### config.mk
export PLATFORM = sky130hd
export DESIGN_NAME = vec_dispatch
export DESIGN_NICKNAME = d
export VERILOG_FILES = /design/src/rtl/vec_dispatch_pkg.sv /design/src/rtl/vec_bound_cmp.sv /design/src/rtl/vec_prio.sv /design/src/rtl/vec_fetch.sv /design/src/rtl/vec_dispatch.sv
export SDC_FILE = /design/constraint.sdc
export NUM_CORES = 1
export LEC_CHECK = 0
export CAP_MARGIN = 20
export CORE_AREA = 2 2 117 119
export DETAILED_ROUTE_END_ITERATION = 10
export DIE_AREA = 0 0 119 121
export PLACE_DENSITY = 0.65
export SYNTH_ARGS = -nofsm -noshare
export SYNTH_HDL_FRONTEND = slang
export SYNTH_SLANG_ARGS = --single-unit
### constraint.sdc
create_clock -name clk_i -period 2.58 [get_ports clk_i]
set_clock_uncertainty 0.1 [all_clocks]
set_input_delay 0.774 -clock clk_i [delete_from_list [all_inputs] [get_ports clk_i]]
set_output_delay 0.774 -clock clk_i [all_outputs]
set_load 0.02 [all_outputs]
### src/rtl/vec_dispatch_pkg.sv
package vec_dispatch_pkg;
  localparam int TYPE_W      = 8;
  localparam int ENTRY_BYTES = 4;
  localparam int N_SRC       = 7;
  localparam int SRC_W       = $clog2(N_SRC);

  typedef logic [TYPE_W-1:0] vtype_t;

  localparam vtype_t T_DIV = 8'd0;
  localparam vtype_t T_NMI = 8'd2;
  localparam vtype_t T_BRK = 8'd3;
  localparam vtype_t T_OVF = 8'd4;
  localparam vtype_t T_BND = 8'd5;
  localparam vtype_t T_DBL = 8'd8;

  // index order is priority order, 0 highest
  typedef enum logic [SRC_W-1:0] {
    S_DIV  = 3'd0,
    S_OVF  = 3'd1,
    S_BND  = 3'd2,
    S_BRK  = 3'd3,
    S_SWI  = 3'd4,
    S_NMI  = 3'd5,
    S_INTR = 3'd6
  } src_e;
endpackage

### src/rtl/vec_bound_cmp.sv
module vec_bound_cmp #(
  parameter int W = 16
) (
  input  logic [W-1:0] val_i,
  input  logic [W-1:0] lo_i,
  input  logic [W-1:0] hi_i,
  output logic         out_o
);
  logic below, above;
  assign below = $signed(val_i) < $signed(lo_i);
  assign above = $signed(val_i) > $signed(hi_i);
  assign out_o = below | above;
endmodule

### src/rtl/vec_prio.sv
module vec_prio #(
  parameter int N = 7,
  parameter int W = 8,
  localparam int IW = (N > 1) ? $clog2(N) : 1
) (
  input  logic [N-1:0]        req_i,
  input  logic [N-1:0][W-1:0] type_i,
  output logic                valid_o,
  output logic [IW-1:0]       idx_o,
  output logic [W-1:0]        type_o
);
  always_comb begin
    valid_o = 1'b0;
    idx_o   = '0;
    type_o  = '0;
    for (int i = N - 1; i >= 0; i--) begin
      if (req_i[i]) begin
        valid_o = 1'b1;
        idx_o   = IW'(i);
        type_o  = type_i[i];
      end
    end
  end
endmodule

### src/rtl/vec_fetch.sv
module vec_fetch
  import vec_dispatch_pkg::*;
#(
  parameter int                ADDR_W = 20,
  parameter logic [ADDR_W-1:0] BASE   = '0,
  localparam int               IDX_W  = $clog2(ENTRY_BYTES),
  localparam int               SH_W   = (ENTRY_BYTES - 1) * 8
) (
  input  logic              clk_i,
  input  logic              rst_ni,
  input  logic              start_i,
  input  vtype_t            start_type_i,
  input  logic [7:0]        mem_data_i,
  output logic              busy_o,
  output logic              mem_req_o,
  output logic [ADDR_W-1:0] mem_addr_o,
  output logic              done_o,
  output logic [15:0]       cs_o,
  output logic [15:0]       ip_o
);
  localparam logic [IDX_W-1:0] LAST = IDX_W'(ENTRY_BYTES - 1);

  logic             active_q;
  logic [IDX_W-1:0] idx_q;
  vtype_t           type_q;
  logic [SH_W-1:0]  shift_q;
  logic             done_q;
  logic [15:0]      cs_q, ip_q;

  assign busy_o     = active_q;
  assign mem_req_o  = active_q;
  assign mem_addr_o = BASE + ADDR_W'({type_q, {IDX_W{1'b0}}}) + ADDR_W'(idx_q);
  assign done_o     = done_q;
  assign cs_o       = cs_q;
  assign ip_o       = ip_q;

  always_ff @(posedge clk_i or negedge rst_ni) begin
    if (!rst_ni) begin
      active_q <= 1'b0;
      idx_q    <= '0;
      type_q   <= '0;
      shift_q  <= '0;
      done_q   <= 1'b0;
      cs_q     <= '0;
      ip_q     <= '0;
    end else begin
      done_q <= 1'b0;
      if (start_i) begin
        active_q <= 1'b1;
        idx_q    <= '0;
        type_q   <= start_type_i;
      end else if (active_q) begin
        shift_q <= {mem_data_i, shift_q[SH_W-1:8]};
        idx_q   <= idx_q + 1'b1;
        if (idx_q == LAST) begin
          active_q <= 1'b0;
          done_q   <= 1'b1;
          ip_q     <= shift_q[15:0];
          cs_q     <= {mem_data_i, shift_q[SH_W-1:SH_W-8]};
        end
      end
    end
  end
endmodule

### src/rtl/vec_dispatch.sv
module vec_dispatch
  import vec_dispatch_pkg::*;
#(
  parameter int                ADDR_W     = 20,
  parameter int                BND_W      = 16,
  parameter logic [ADDR_W-1:0] TABLE_BASE = '0
) (
  input  logic              clk_i,
  input  logic              rst_ni,
  input  logic              nmi_i,
  input  logic              intr_i,
  input  logic              if_i,
  input  logic [7:0]        intr_type_i,
  input  logic              swi_i,
  input  logic [7:0]        swi_type_i,
  input  logic              brk_i,
  input  logic              into_i,
  input  logic              of_i,
  input  logic              div_i,
  input  logic              bnd_i,
  input  logic [BND_W-1:0]  bnd_val_i,
  input  logic [BND_W-1:0]  bnd_lo_i,
  input  logic [BND_W-1:0]  bnd_hi_i,
  output logic              mem_req_o,
  output logic [ADDR_W-1:0] mem_addr_o,
  input  logic [7:0]        mem_data_i,
  output logic              ack_o,
  output logic [7:0]        ack_type_o,
  output logic              done_o,
  output logic [15:0]       cs_o,
  output logic [15:0]       ip_o
);
  logic                           bnd_out;
  logic                           nmi_q, nmi_pend_q, nmi_req;
  logic [N_SRC-1:0]               src_req;
  logic [N_SRC-1:0][TYPE_W-1:0]   src_type;
  logic                           win_valid;
  logic [SRC_W-1:0]               win_idx;
  vtype_t                         win_type;
  logic                           busy, cur_fault_q, fault_now;
  logic                           accept, promote, start;
  vtype_t                         start_type;
  logic                           ack_q;
  vtype_t                         ack_type_q;

  vec_bound_cmp #(.W(BND_W)) u_bnd (
    .val_i (bnd_val_i),
    .lo_i  (bnd_lo_i),
    .hi_i  (bnd_hi_i),
    .out_o (bnd_out)
  );

  assign nmi_req = nmi_pend_q | (nmi_i & ~nmi_q);

  always_comb begin
    src_req          = '0;
    src_req[S_DIV]   = div_i;
    src_req[S_OVF]   = into_i & of_i;
    src_req[S_BND]   = bnd_i & bnd_out;
    src_req[S_BRK]   = brk_i;
    src_req[S_SWI]   = swi_i;
    src_req[S_NMI]   = nmi_req;
    src_req[S_INTR]  = intr_i & if_i;
    src_type         = '0;
    src_type[S_DIV]  = T_DIV;
    src_type[S_OVF]  = T_OVF;
    src_type[S_BND]  = T_BND;
    src_type[S_BRK]  = T_BRK;
    src_type[S_SWI]  = swi_type_i;
    src_type[S_NMI]  = T_NMI;
    src_type[S_INTR] = intr_type_i;
  end

  vec_prio #(.N(N_SRC), .W(TYPE_W)) u_prio (
    .req_i   (src_req),
    .type_i  (src_type),
    .valid_o (win_valid),
    .idx_o   (win_idx),
    .type_o  (win_type)
  );

  assign fault_now  = src_req[S_DIV] | src_req[S_OVF] | src_req[S_BND];
  assign accept     = ~busy & win_valid;
  assign promote    = busy & cur_fault_q & fault_now;
  assign start      = accept | promote;
  assign start_type = promote ? T_DBL : win_type;

  always_ff @(posedge clk_i or negedge rst_ni) begin
    if (!rst_ni) begin
      nmi_q       <= 1'b0;
      nmi_pend_q  <= 1'b0;
      cur_fault_q <= 1'b0;
      ack_q       <= 1'b0;
      ack_type_q  <= '0;
    end else begin
      nmi_q      <= nmi_i;
      nmi_pend_q <= nmi_req & ~(accept & (win_idx == S_NMI));
      if (promote) cur_fault_q <= 1'b0;
      else if (accept)
        cur_fault_q <= (win_idx == S_DIV) | (win_idx == S_OVF) | (win_idx == S_BND);
      ack_q <= start;
      if (start) ack_type_q <= start_type;
    end
  end

  vec_fetch #(.ADDR_W(ADDR_W), .BASE(TABLE_BASE)) u_fetch (
    .clk_i        (clk_i),
    .rst_ni       (rst_ni),
    .start_i      (start),
    .start_type_i (start_type),
    .mem_data_i   (mem_data_i),
    .busy_o       (busy),
    .mem_req_o    (mem_req_o),
    .mem_addr_o   (mem_addr_o),
    .done_o       (done_o),
    .cs_o         (cs_o),
    .ip_o         (ip_o)
  );

  assign ack_o      = ack_q;
  assign ack_type_o = ack_type_q;
endmodule

=== Yosys cells after proc, flatten, opt, wreduce, memory -nomap -nowiden ===
Cells that the tools add are included.

* Eq/ne operators: 4
* Reductions and logical operators: 5
* Mux-type cells: 32
* Add/subtract/negate cells: 2
* Magnitude comparators: 2
* Bitwise gates (word level): 20

{| class="wikitable"
|+ Operator list
! kind !! count
|-
| 2-to-1 mux 8 bit || 8
|-
| 2-to-1 mux 3 bit || 7
|-
| greater-than comparator 16 bit || 1
|-
| < comparator 16 bit || 1
|-
| 2-to-1 mux 1 bit || 15
|-
| adder 10 x 2 -> 11 bit || 1
|-
| bitwise AND 1 bit || 9
|-
| bitwise OR 1 bit || 7
|-
| 2-to-1 mux 2 bit || 2
|-
| inverter 1 bit || 4
|-
| nonzero test 2 bit || 2
|-
| equality test 3 x 1 -> 1 bit (second input constant) || 1
|-
| equality test 3 x 2 -> 1 bit (second input constant) || 1
|-
| equality test 3 bit (second input constant) || 1
|-
| zero test 3 bit || 1
|-
| AND reduction 3 bit || 1
|-
| adder 2 x 1 -> 2 bit (second input constant) || 1
|-
| equality test 2 bit (second input constant) || 1
|-
| AND reduction 2 bit || 1
|}

* Input port bits: 83
* Register bits: 72
* Output and inout port bits: 63
* Word-level logic and storage cells: 76

=== Depth between registers and ports, before layout ===
Gate-level depths: netlist (run 1).

* Depth after elaboration: 14
* Mapped depth: 12
* Depth with buffers taken out: 11

=== Hierarchy ===
Synthesis (run 1) repeated with hierarchy kept, for this count alone.

* Cells, all modules: 418
* Area total of the unflattened synthesis: 4723.3 µm²

{| class="wikitable"
|+ Modules (own cells, without submodules)
! module !! instances !! area an instance (µm²) !! cells each
|-
| vec_fetch || 1 || 2755.1 || 161
|-
| vec_bound_cmp || 1 || 807.0 || 113
|-
| vec_dispatch || 1 || 601.8 || 66
|-
| vec_prio || 1 || 559.3 || 78
|}

=== Least setup slack after synthesis (run 1) ===
Ideal clock, no wire load.

* Path kind: input port to flip-flop
* Start point: input bnd_lo_i[1]
* End point: register u_fetch.cs_q[4] (netlist: u_fetch.cs_o[4])
* Slack: -779 ps
* Path buffers: 2
* Cell stages on the path: 11
* Arrival: 3132 ps
* Cells stage by stage: inv_1 ha_1 a2111oi_2 o221ai_1 a31oi_1 mux2i_1 a41oi_4 or2_1 buf_4 buf_6 mux2_1

* Longest elaborated chain between the ends: 10
* Elaborated cells on any way between the ends: 12
* Classes of those cells: 1 x order compare; 3 x mux; 7 x bitwise; 1 x reduce/logical

{| class="wikitable"
|+ RTL lines
! element !! RTL line !! RTL
|-
| start: declaration || vec_dispatch.sv:22 || <nowiki>input logic [BND_W-1:0] bnd_lo_i,</nowiki>
|-
| < comparator 16 bit * || vec_bound_cmp.sv:10 || <nowiki>assign below = $signed(val_i) < $signed(lo_i);</nowiki>
|-
| bitwise OR 1 bit * || vec_bound_cmp.sv:12 || <nowiki>assign out_o = below | above;</nowiki>
|-
| bitwise AND 1 bit * || vec_dispatch.sv:59 || <nowiki>src_req[S_BND] = bnd_i & bnd_out;</nowiki>
|-
| 2-to-1 mux 1 bit (3 in a row) || vec_prio.sv:17 || <nowiki>if (req_i[i]) begin</nowiki>
|-
| bitwise AND 1 bit || vec_dispatch.sv:83 || <nowiki>assign accept = ~busy & win_valid;</nowiki>
|-
| bitwise OR 1 bit * || vec_dispatch.sv:85 || <nowiki>assign start = accept | promote;</nowiki>
|-
| inverter 1 bit (no line) * || n/a ||
|-
| AND reduction 3 bit (no line) * || n/a ||
|-
| end signal: assignment || vec_fetch.sv:59 || <nowiki>cs_q <= {mem_data_i, shift_q[SH_W-1:SH_W-8]};</nowiki>
|-
| end: declaration || vec_fetch.sv:28 || <nowiki>logic [15:0] cs_q, ip_q;</nowiki>
|}

Every way passes the cells marked *; elsewhere a longest branch is shown, timed or not.
A chain may end at the register's enable or synchronous reset.

=== Worst setup path in the final report (run 1) ===
* Start point: input bnd_hi_i[1]
* End point: register u_fetch.cs_q[13] (netlist: u_fetch.cs_o[13])

* Longest elaborated chain between the ends: 10
* Elaborated cells on any way between the ends: 12
* Classes of those cells: 1 x order compare; 3 x mux; 7 x bitwise; 1 x reduce/logical

{| class="wikitable"
|+ RTL lines
! element !! RTL line !! RTL
|-
| start: declaration || vec_dispatch.sv:23 || <nowiki>input logic [BND_W-1:0] bnd_hi_i,</nowiki>
|-
| greater-than comparator 16 bit * || vec_bound_cmp.sv:11 || <nowiki>assign above = $signed(val_i) > $signed(hi_i);</nowiki>
|-
| bitwise OR 1 bit * || vec_bound_cmp.sv:12 ||
|-
| bitwise AND 1 bit * || vec_dispatch.sv:59 ||
|-
| 2-to-1 mux 1 bit (3 in a row) || vec_prio.sv:17 ||
|-
| bitwise AND 1 bit || vec_dispatch.sv:83 ||
|-
| bitwise OR 1 bit * || vec_dispatch.sv:85 ||
|-
| inverter 1 bit (no line) * || n/a ||
|-
| AND reduction 3 bit (no line) * || n/a ||
|}

Marks and branches as above.

==> results.txt, run 1 <==
CP Data Required Time: 2.69 ns
Final Critical Period: 3.074 ns
Vias in the first global route: 3389
Syn Inst Count: 328
Pin count of the biggest net entering global routing: 73
Status: finished, violations left
P_leak: 2.924 nW
Worst setup margin: -0.4943 ns
Reg power frac: 29.9%
Area growth, synth to finish: 71.81%
Port Buffers: 135
DRT antenna net count: 0
# rows: 42
RR Startpoint: u_fetch.busy_o
Yosys cell types: 47
Adder-Cell Fraction of Synth Area: 10.33%
Pwr dens: 1030 mW/mm^2
Crit Path Category: input port to flop
Multiplexer area fraction after synthesis: 18.40%
Hold WS: 0.3373 ns
Die Height: 121 um
Top cells by count, synth: dfrtp_1, inv_1, ha_1
Clk pin slew, worst setup/hold paths: 0.05 ns
Worst VDD drop: 0.4088 mV
Core Util, Final: 50.88%
Total GRT Usage: 14.45%
Critical path cell sequence: buf_2, inv_2, ha_4, nor2b_4, o211ai_1, and4b_1, a211o_1, mux2_4, a41oi_4, or2_4, clkinvlp_4, mux2_4
Highest clock rate: 0.3253 GHz
EDFF count, synth: 0
Hold Vio Cnt, Final: 0
Num CTS Buffers: 9
Core area: 0.01309 mm^2
Setup WS pre-CTS: -1.338 ns
Synth warnings: 0
CP most frequent cell: mux2_4
First-pass GRT wire length: 16.45 mm
Final Slew Violations: 0
Crit share post-route: 119.2%
NumNets Final: 615
Layout cells sized above 1: 46.93%
Synth Flop Type: dfrtp_1
Max-Cap Viols: 0
GRT overflow: 0
Combinational Power Share: 50.6%
Share of flip-flops with an asynchronous set or reset: 100.0%
Register Area: 0.001802 mm^2
Root Buffer: clkbuf_16
Via/cell ratio: 4.446
Multi-input gate area: 0.002384 mm^2
WP data arrival: 3.18 ns
Crit path from: bnd_hi_i[1]
Worst-Skew Late Latency: 0.33 ns
Placed Area: 0.005734 mm^2
DRC Markers: 0
Crit path max fanout: 5
Post-synth top area share: 46.50%
TritonCTS clock tree: done
Worst Setup Start Kind: input port
DRT Pass-1 Iters: 4
CTS Sinks: 72
WL/cell: 14.65 um
Clk network pwr share: 19.5%
Syn_area_per_cell: 11.81 um^2
Setup Total Neg Slack: -28.66 ns
Initial antenna violation count: 0
Hold Path Class: input port to async pin
Gpl congestion: 0.7772
XOR/XNOR Fraction of Synth Area: 0%
HPWL after DPL: 7.117 mm
Post-synthesis sequential area ratio: 46.50%
Synth Register Bits: 72
Top cells by area, synth: dfrtp_1, ha_1, mux2_2
Yosys top cell by area: dfrtp_1
Die W: 119 um
Crit-path max cell delay: 0.33 ns
Most numerous cell in the Yosys netlist: dfrtp_1
P_sw: 2.232 mW
Vias: 3028
Compound-Gate Fraction of Synth Area: 9.719%
First DRT Iteration DRCs: 70
Synth Area in Simple Gates: 6.103%
H-tree depth: 3
Pint: 4.624 mW
Setup crit end kind: flop
Total die area: 0.01440 mm^2
Unrepaired setup endpoints after global routing: true
Post-route design area: 0.006658 mm^2
Filler cell count: 1128
Diode count: 0
Drt total wl: 9.975 mm
Sw frac: 32.55%
Failing checks: setup timing
# setup viols final: 71
Largest family of logic cells by synthesized area: multiplexers
Critical path's slowest cell: mux2_4
Starting Density: 29.61%
CTS Buffer Depth: 2
Mapped Area: 0.003875 mm^2
IO Pins: 146
-- power by group through the flow --
stage / Combinational [mW] / Sequential, mW / Clock [mW]
2_1_floorplan: 1.56 / 2.37 / 0
3_3_place_gp: 3.01 / 2.05 / 0
3_5_place_dp: 3.08 / 2.07 / 0
4_1_cts: 3.41 / 2.06 / 1.37
5_1_grt: 3.68 / 2.13 / 1.42
6_report: 3.47 / 2.05 / 1.34
-- flip-flops by register name, summed over array words and instances, names as in the netlist --
register         flops
u_fetch.cs_o        16
u_fetch.ip_o        16
nmi_q                1
u_fetch.type_q       8
u_fetch.idx_q        2
ack_o                1
u_fetch.done_o       1
cur_fault_q          1
nmi_pend_q           1
u_fetch.busy_o       1
u_fetch.shift_q     24
-- final timing paths --
kind	endpoint	slack, ns	cells past startpoint
worst min register to register	u_fetch.ip_o[5]	0.40	1
worst min-delay path	u_fetch.type_q[6]	0.34	2
worst max-delay path	u_fetch.cs_o[13]	-0.49	12
max in group asynchronous	u_fetch.shift_q[8]	1.73	2
worst max register to register	u_fetch.cs_o[10]	0.68	6
min in group clk_i	u_fetch.ip_o[5]	0.40	1
-- cell families (layout without fill, tap and decap cells) --
group	after synthesis	count (layout)
DFF	72	72
buffers and inverters	67	235
muxes	61	61
AOI/OAI and AO/OA	48	48
and+or+nand+nor	47	47
adders and majority gates	32	32
other	1	10
-- through the flow --
stage                     total power [mW]  std cells
after floorplan                      3.932        337
after global placement               5.063        656
after detailed placement             5.148        656
after CTS                            6.843        680
after global routing                 7.233        681
final                                6.856        681
-- metal layers --
metal  global-route usage [%]  vias up  share of wire (%)
met3                    2.444       18                4.2
li1                         -     1479                  -
met4                    5.729        0                2.2
met2                    26.26       94                 52
met1                    16.94     1437                 42
met5                        0        -                  0
-- what timing repair did --
item,4_1_cts,5_1_grt
cloned,3,0
buffers inserted,6,3
hold buffers,0,0
resized for setup,225,40
endpoints found under the setup margin,71,71
pin swaps,45,18
hold endpoints to repair,0,0
-- final cells by class --
type / instances / share of cell area [%]
clock buffer: 10 / 3.590
clock inverter: 6 / 1.353
inverter: 41 / 2.612
multi-input combinational: 198 / 35.80
sequential: 72 / 27.06
tap: 176 / 3.308
timing repair buffer: 177 / 26.16
timing repair inverter: 1 / 0.1128
-- cells in the final DEF (no fill, tap or decap), drive strengths merged, types with 2 or more instances in the layout --
cell | Yosys | final
a221o | 2 | 2
nand2 | 13 | 13
nand3 | 2 | 2
o2bb2ai | 5 | 5
mux2 | 58 | 58
buf | 23 | 64
nand2b | 2 | 2
nor2 | 10 | 10
a2111oi | 2 | 2
a22o | 2 | 2
dfrtp | 72 | 72
a21oi | 11 | 11
conb | 1 | 10
clkdlybuf4s50 | 0 | 86
clkdlybuf4s15 | 0 | 8
a22oi | 4 | 4
clkbuf | 3 | 15
dlygate4sd2 | 0 | 13
nor3 | 5 | 5
a21o | 3 | 3
clkinvlp | 0 | 2
mux2i | 3 | 3
a211o | 2 | 2
nand4 | 4 | 4
a211oi | 2 | 2
bufinv | 0 | 2
o311ai | 2 | 2
o211ai | 3 | 3
inv | 41 | 43
o21ai | 4 | 4
nor2b | 4 | 4
ha | 32 | 32
-- critical path, delay by kind of cell --
kind | cells | cell delay [ns]
adders and majority gates | 1 | 0.26
AOI/OAI and AO/OA | 3 | 0.57
muxes | 2 | 0.66
and+or+nand+nor | 3 | 0.57
buffers and inverters | 3 | 0.34
Power figures use the tool's default switching activity.
==> run 2: changes to the inputs <==
- SKIP_CTS_REPAIR_TIMING: default -> 1
==> results.txt, run 2 (same netlist as run 1, synthesis figures left out) <==
M1 GR Usage: 14.85%
WL/cell: 15.09 um
Biggest register: u_fetch.shift_q
TritonCTS clock tree: done
HPWL after DPL: 7.117 mm
Port Buffers: 135
Initial antenna violation count: 0
IO Pins: 146
Setup Total Neg Slack: -33.35 ns
Total die area: 0.01440 mm^2
Drt total wl: 10.31 mm
Post-route design area: 0.006883 mm^2
Vias: 3062
DRC Markers: 0
Number of flip-flops in the largest register: 24
Gpl congestion: 0.7772
DRT Pass-1 Iters: 4
H-tree depth: 3
# rows: 42
Area growth, synth to finish: 77.62%
Placed cell count: 656
Root Buffer: clkbuf_16
Vias in the first global route: 3161
Hold WS: 0.3430 ns
Leading cell types in the layout, fill and taps excluded: clkdlybuf4s50_1, dfrtp_1, mux2_4
Core Util, Final: 52.60%
Crit Path Category: input port to flop
Worst-Skew Late Latency: 0.33 ns
WP data arrival: 3.28 ns
First-pass GRT wire length: 14.85 mm
DRT antenna net count: 0
Pwr dens: 1017 mW/mm^2
Die Height: 121 um
Starting Density: 29.61%
Highest clock rate: 0.3158 GHz
P_leak: 3.201 nW
Layer carrying the most global-route usage: met2
Final Critical Period: 3.167 ns
Pwr Total: 6.996 mW
Diode count: 0
Worst VDD drop: 0.3809 mV
Hold Vio Cnt, Final: 0
Status: finished, violations left
Setup WS pre-CTS: -1.338 ns
Total GRT Usage: 12.96%
Post-Layout Cell Count: 683
Unrepaired setup endpoints after global routing: true
NumNets Final: 617
GRT overflow: 0
# setup viols final: 71
Hold Path Class: input port to async pin
Core area: 0.01309 mm^2
Pin count of the biggest net entering global routing: 73
Most common cell after layout, fill and taps aside: clkdlybuf4s50_1
Via/cell ratio: 4.483
Crit path from: bnd_lo_i[1]
Reg2Reg Depth: 6
Num CTS Buffers: 9
Setup crit end kind: flop
Layout cells sized above 1: 45.76%
Max-Cap Viols: 0
Reg2Reg Setup Slack: 0.69 ns
Met3 usage: 2.303%
GR Layer Usage met2: 23.81%
Placed Area: 0.005734 mm^2
CTS Sinks: 72
Worst Setup Start Kind: input port
RR Startpoint: nmi_q
Crit path max fanout: 6
CTS Buffer Depth: 2
Clk pin slew, worst setup/hold paths: 0.06 ns
CP Data Required Time: 2.69 ns
Failing checks: setup timing
Crit share post-route: 122.8%
Die W: 119 um
First DRT Iteration DRCs: 75
Worst setup margin: -0.5870 ns
Final Slew Violations: 0
run 2: where the power goes:
group,switching (mW),leakage (nW),internal [mW]
combinational,1.45,2.18,2.15
sequential,0.368,0.860,1.68
clock,0.466,0.159,0.877
total,2.28,3.20,4.71
run 2: worst max-delay path: stages:
cell	delay, ns
buf_6	0.09
buf_6	0.12
inv_12	0.04
ha_4	0.18
a2111oi_4	0.37
o221ai_2	0.18
a31oi_4	0.23
mux2i_4	0.31
a41oi_4	0.14
or2_4	0.34
clkbuf_16	0.19
mux2_4	0.29
run 2: final timing paths:
path                                     end
max in group asynchronous    u_fetch.cs_o[9]
setup / recovery             u_fetch.ip_o[1]
hold reg to reg              u_fetch.ip_o[5]
min in group clk_i           u_fetch.ip_o[5]
hold / removal             u_fetch.type_q[6]
setup reg to reg           u_fetch.type_q[5]
run 2: cell type report:
| class | count | area, um^2 |
|---|---|---|
| Tap cell | 176 | 220.2 |
| Clock buffer | 10 | 239.0 |
| Timing Repair Buffer | 180 | 1904 |
| Multi-Input combinational cell | 198 | 2451 |
| Clock inverter | 6 | 90.09 |
| Inverter | 41 | 176.4 |
| Sequential cell | 72 | 1802 |
| Fill cell | 1097 | 6202 |
run 2: layer usage:
layer  part of all wire, %  vias to the layer above
li1                      -                     1485
met1                    41                     1470
met2                    53                       92
met3                   4.2                       15
met4                   2.0                        0
met5                     0                        -
